==> src/rtl/lockdet_pkg.sv <==
package lockdet_pkg;

    // Default narrow-pulse limit, in crystal cycles.
    localparam int unsigned DEF_MAX_NARROW_CYC = 1;
    // Default number of consecutive clean reference periods needed for lock.
    localparam int unsigned DEF_LOCK_PERIODS   = 8;

    // Verdict on a reference period at the strobe that closes it.
    typedef enum logic {
        PERIOD_CLEAN = 1'b0,
        PERIOD_DIRTY = 1'b1
    } period_verdict_e;

endpackage

==> src/rtl/lockdet_width_meter.sv <==
module lockdet_width_meter #(
    parameter int unsigned MAX_NARROW_CYC = lockdet_pkg::DEF_MAX_NARROW_CYC
) (
    input  logic clk,
    input  logic rst_n,
    input  logic pump_up,
    input  logic pump_dn,
    output logic wide_now
);
    localparam int unsigned SAT = MAX_NARROW_CYC + 1;
    localparam int unsigned CW  = $clog2(SAT + 1);

    typedef struct packed {
        logic [CW-1:0] cnt;
    } wm_state_t;

    wm_state_t st_d, st_q;
    logic      pump_act;

    always_comb begin
        pump_act = pump_up | pump_dn;
        st_d     = st_q;
        if (!pump_act) begin
            st_d.cnt = '0;
        end else if (st_q.cnt != CW'(SAT)) begin
            st_d.cnt = st_q.cnt + 1'b1;
        end
        // This cycle is the (MAX_NARROW_CYC+1)-th or later of the pulse.
        wide_now = pump_act && (st_q.cnt >= CW'(MAX_NARROW_CYC));
    end

    always_ff @(posedge clk) begin
        if (!rst_n) begin
            st_q <= '0;
        end else begin
            st_q <= st_d;
        end
    end

endmodule

==> src/rtl/lockdet_run_tracker.sv <==
module lockdet_run_tracker #(
    parameter int unsigned LOCK_PERIODS = lockdet_pkg::DEF_LOCK_PERIODS
) (
    input  logic clk,
    input  logic rst_n,
    input  logic wide_now,
    input  logic ref_tick,
    output logic locked
);
    import lockdet_pkg::*;

    localparam int unsigned RW = $clog2(LOCK_PERIODS + 1);
    localparam logic [RW-1:0] RUN_FULL = RW'(LOCK_PERIODS);
    localparam logic [RW-1:0] RUN_LAST = RW'(LOCK_PERIODS - 1);

    typedef struct packed {
        logic [RW-1:0] run;
        logic          dirty;
        logic          locked;
    } rt_state_t;

    rt_state_t       st_d, st_q;
    period_verdict_e verdict;

    always_comb begin
        st_d    = st_q;
        verdict = (st_q.dirty || wide_now) ? PERIOD_DIRTY : PERIOD_CLEAN;

        if (wide_now) begin
            st_d.run    = '0;
            st_d.locked = 1'b0;
        end

        if (ref_tick) begin
            st_d.dirty = 1'b0;
            if (verdict == PERIOD_CLEAN) begin
                if (st_q.run != RUN_FULL) begin
                    st_d.run = st_q.run + 1'b1;
                end
                if (st_q.run >= RUN_LAST) begin
                    st_d.locked = 1'b1;
                end
            end
        end else if (wide_now) begin
            st_d.dirty = 1'b1;
        end

        locked = st_q.locked;
    end

    always_ff @(posedge clk) begin
        if (!rst_n) begin
            st_q <= '0;
        end else begin
            st_q <= st_d;
        end
    end

endmodule

==> src/rtl/lockdet_top.sv <==
module lockdet_top #(
    parameter int unsigned MAX_NARROW_CYC = lockdet_pkg::DEF_MAX_NARROW_CYC,
    parameter int unsigned LOCK_PERIODS   = lockdet_pkg::DEF_LOCK_PERIODS
) (
    input  logic clk,
    input  logic rst_n,
    input  logic pump_up,
    input  logic pump_dn,
    input  logic ref_tick,
    output logic lock_flag
);
    logic wide_now;

    lockdet_width_meter #(
        .MAX_NARROW_CYC(MAX_NARROW_CYC)
    ) meter_i (
        .clk     (clk),
        .rst_n   (rst_n),
        .pump_up (pump_up),
        .pump_dn (pump_dn),
        .wide_now(wide_now)
    );

    lockdet_run_tracker #(
        .LOCK_PERIODS(LOCK_PERIODS)
    ) tracker_i (
        .clk     (clk),
        .rst_n   (rst_n),
        .wide_now(wide_now),
        .ref_tick(ref_tick),
        .locked  (lock_flag)
    );

endmodule

==> config.mk <==
export PLATFORM = sky130hd
export DESIGN_NAME = lockdet_top
export DESIGN_NICKNAME = d
export VERILOG_FILES = /design/src/rtl/lockdet_pkg.sv /design/src/rtl/lockdet_width_meter.sv /design/src/rtl/lockdet_run_tracker.sv /design/src/rtl/lockdet_top.sv
export SDC_FILE = /design/constraint.sdc
export NUM_CORES = 1
export LEC_CHECK = 0
export BUFFER_PORTS_ARGS = -buffer_cell sky130_fd_sc_hd__buf_2
export CAP_MARGIN = 30
export CORE_AREA = 2 2 39 41
export CTS_CLUSTER_DIAMETER = 40
export DETAILED_ROUTE_END_ITERATION = 12
export DIE_AREA = 0 0 41 43
export GPL_TIMING_DRIVEN = 0
export REMOVE_ABC_BUFFERS = 1
export SYNTH_ARGS = -nofsm -noshare
export SYNTH_HDL_FRONTEND = slang
export SYNTH_SLANG_ARGS = --single-unit
==> constraint.sdc <==
create_clock -name clk -period 1.1 [get_ports clk]
set_input_delay 0.22 -clock clk [delete_from_list [all_inputs] [get_ports clk]]
set_output_delay 0.22 -clock clk [all_outputs]
set_load 0.02 [all_outputs]
==> reports/results.ini <==
[placement]
dp_cells = 64
dp.final_hpwl_um = 476
io_buffer_count = 5
place_ws_ps = -362
gp_congestion = 0.810

[clocking]
clkLatencyLatePin_ps = 260
clkTransAtPathRegs_ps = 60
clockBufferDepth = 2
hold_buffers = 0
cts-root-buf = clkbuf_4
cts_tree = done
htree_levels = 1
cts_buffers = 3
numClockSinks = 8

[detailed_routing]
wl_per_cell_um = 12.1
drtPass1Iterations = 4
drc = 0
drtIter0Drc = 7
wl_um = 873
vias = 355
final_antenna_net_count = 0
via_per_inst = 4.93

[global_routing]
antenna_found_initial = 0
grt_overflow_total = 0
grt_pass1_vias = 320
grt_max_degree = 7
grt_pass1_wl_um = 1300
grt.total_usage_pct = 11.6

[synth]
syn-cell-area_um2 = 393
syn_inst = 43
synth_warnings = 0
synth_seq_cells = 8
ys_seq_area_share_pct = 40.8
synth_area_leaders = dfxtp_1 (41%), ha_1 (13%), mux2i_1 (7.6%)
yosys.area.top_type = dfxtp_1
synth_cell_types = 15
synth_top_area_share_pct = 40.8
syn_area_per_cell_um2 = 9.14

[min_path]
whs_path_depth = 3
hold_start = rst_n
min_to = tracker_i.st_q[5]$_SDFF_PN0_
hp-class = in -> reg

[critical_path]
cp_max_fo = 2
required_ps = 1290
critical_path_class = reg -> reg
critical_path.max_stage_delay_ps = 340
worst_setup_path_start_kind = flop
cp_slowest_cell = dfxtp_2
r2r_cells = 5
r2r_end = tracker_i.st_q[2]$_SDFF_PN0_
r2r_setup_slack_ps = -140
end_kind = flop
cp_cell_sequence = inv_2 > ha_4 > and3b_1 > or3_1 > a21oi_2
cp_data_arrival_time_ps = 1430
worstReg2RegStart = tracker_i.st_q[2]$_SDFF_PN0_

[sta]
finalMaxSlewViolations = 0
hold_viol = 0
fin_crit_sh_pct = 113
max_freq_mhz = 805
layout_setup_ws_ps = -142
worstMarginPinSlew_ps = 243
fin_skew_ps = 1.61
finalSetupViolCount = 4
period_needed_ps = 1240
rsz0062_at_grt = yes
max_slew_margin_pct = 83.6

[finish]
final_cells = 72
final_cell_mix = nor2_1 (6), buf_2 (5), dfxtp_1 (5)
num_antenna_cells = 0
ff_latch_area_um2 = 164
multi_input_area_um2 = 272
fillers = 144
drive_gt1_share_pct = 48.2
final_nets = 67
final_common_cell = nor2_1
syn2layout_area_growth_pct = 43.3

[run_status]
status = finished, violations left
violations = setup timing

[power_and_ir_drop]
power_switching_mw = 0.206
irDropWorstVdd_mv = 0.633
p_comb_share_pct = 23.8
powerDensity_nw_per_um2 = 1310
p_seq_share_pct = 44.4
p_clk_share_pct = 31.8
p_int_mw = 0.529
power_leakage_nw = 0.235
p_sw_share_pct = 28.0

[floorplanning]
rows = 14
core_area_um2 = 1380
die_area_um2 = 1760
start_util_pct = 28.4
io_pins = 6
die_w_um = 41
die_y_um = 43

[run]
cap_violations = 0

through the flow:
step                setup TNS (ps)  hold slack [ps]  instance area, um2  total power, mW  util, %
floorplan                     -265              376                 393            0.402        -
global placement             -1230              460                 438            0.424     31.6
detailed placement           -1340              476                 438            0.429     31.6
CTS                           -156              251                 507            0.696     36.6
global route                  -577              247                 563            0.782     40.7
finish                        -347              249                 563            0.735     40.7
kinds of logic (layout without fill, tap and decap cells):
| kind of cell | Yosys count | in the layout | synth area share (%) |
|---|---|---|---|
| simple gates | 13 | 13 | 18.2 |
| compound gates | 10 | 10 | 14.7 |
| flops | 8 | 8 | 40.8 |
| fa+ha+maj | 4 | 4 | 12.7 |
| buf+inv | 4 | 17 | 3.82 |
| mux | 3 | 3 | 7.64 |
| xor+xnor | 1 | 1 | 2.23 |
worst max-delay path, delay by kind of cell, from the launching register on:
kind | cells | cell delay, ps
compound gates | 1 | 120
fa+ha+maj | 1 | 150
buf+inv | 1 | 50
flops | 1 | 340
simple gates | 2 | 520
power by group through the flow:
| stage | clock [mW] | combinational (mW) | sequential [mW] |
|---|---|---|---|
| CTS | 0.238 | 0.133 | 0.324 |
| detailed placement | 0 | 0.0976 | 0.331 |
| finish | 0.234 | 0.175 | 0.326 |
| global placement | 0 | 0.0938 | 0.331 |
| global route | 0.257 | 0.196 | 0.329 |
| floorplan | 0 | 0.0741 | 0.328 |
cell type report:
class / count / share of cell area (%)
repair buffers: 10 / 12.4
well taps: 16 / 3.56
multi-input cells: 31 / 48.2
clock buffers: 3 / 4.00
flip-flops and latches: 8 / 29.1
inverters: 4 / 2.67
registers in the layout, indices dropped and copies added (netlist names):
register and flops:
tracker_i.st_q 5, tracker_i.locked 1, meter_i.st_q 2
worst max path at each step:
stage / startpoint / end / slack [ps] / cells past startpoint
after detailed placement: meter_i.st_q[0]$_SDFFE_PN0P_ / tracker_i.locked$_SDFF_PN0_ / -360 / 4
after CTS: tracker_i.st_q[2]$_SDFF_PN0_ / tracker_i.st_q[2]$_SDFF_PN0_ / -90 / 5
final: tracker_i.st_q[2]$_SDFF_PN0_ / tracker_i.st_q[2]$_SDFF_PN0_ / -140 / 5
after global routing: tracker_i.st_q[2]$_SDFF_PN0_ / tracker_i.st_q[2]$_SDFF_PN0_ / -200 / 5
after global placement: meter_i.st_q[0]$_SDFFE_PN0P_ / tracker_i.locked$_SDFF_PN0_ / -340 / 4
after floorplan: tracker_i.st_q[2]$_SDFF_PN0_ / tracker_i.st_q[2]$_SDFF_PN0_ / -150 / 5
cell usage after synthesis:
| cell | number |
|---|---|
| dfxtp_1 | 8 |
| o21ba_2 | 1 |
| and3b_1 | 2 |
| nor2_1 | 6 |
| nand2b_1 | 1 |
| inv_1 | 4 |
| xor2_1 | 1 |
| mux2i_1 | 3 |
| or3_1 | 2 |
| o21ai_0 | 4 |
| ha_1 | 4 |
| o21bai_1 | 1 |
| a21oi_1 | 4 |
| nand3_1 | 1 |
| nand3b_1 | 1 |
layer usage:
metal / vias up / part of all wire (%) / global-route usage, %
met4: 0 / 1.4 / 10.0
li1: 176 / - / -
met5: - / 0 / 0
met2: 11 / 53 / 14.7
met1: 164 / 42 / 15.4
met3: 4 / 3.7 / 3.14
repair_timing:
item                       CTS  global route
buffers inserted             2             3
gates resized for setup     11             8
setup endpoints to repair    5             5
pin swaps                    3             5
gates cloned                 0             0
(Power assumes the default switching activity.)
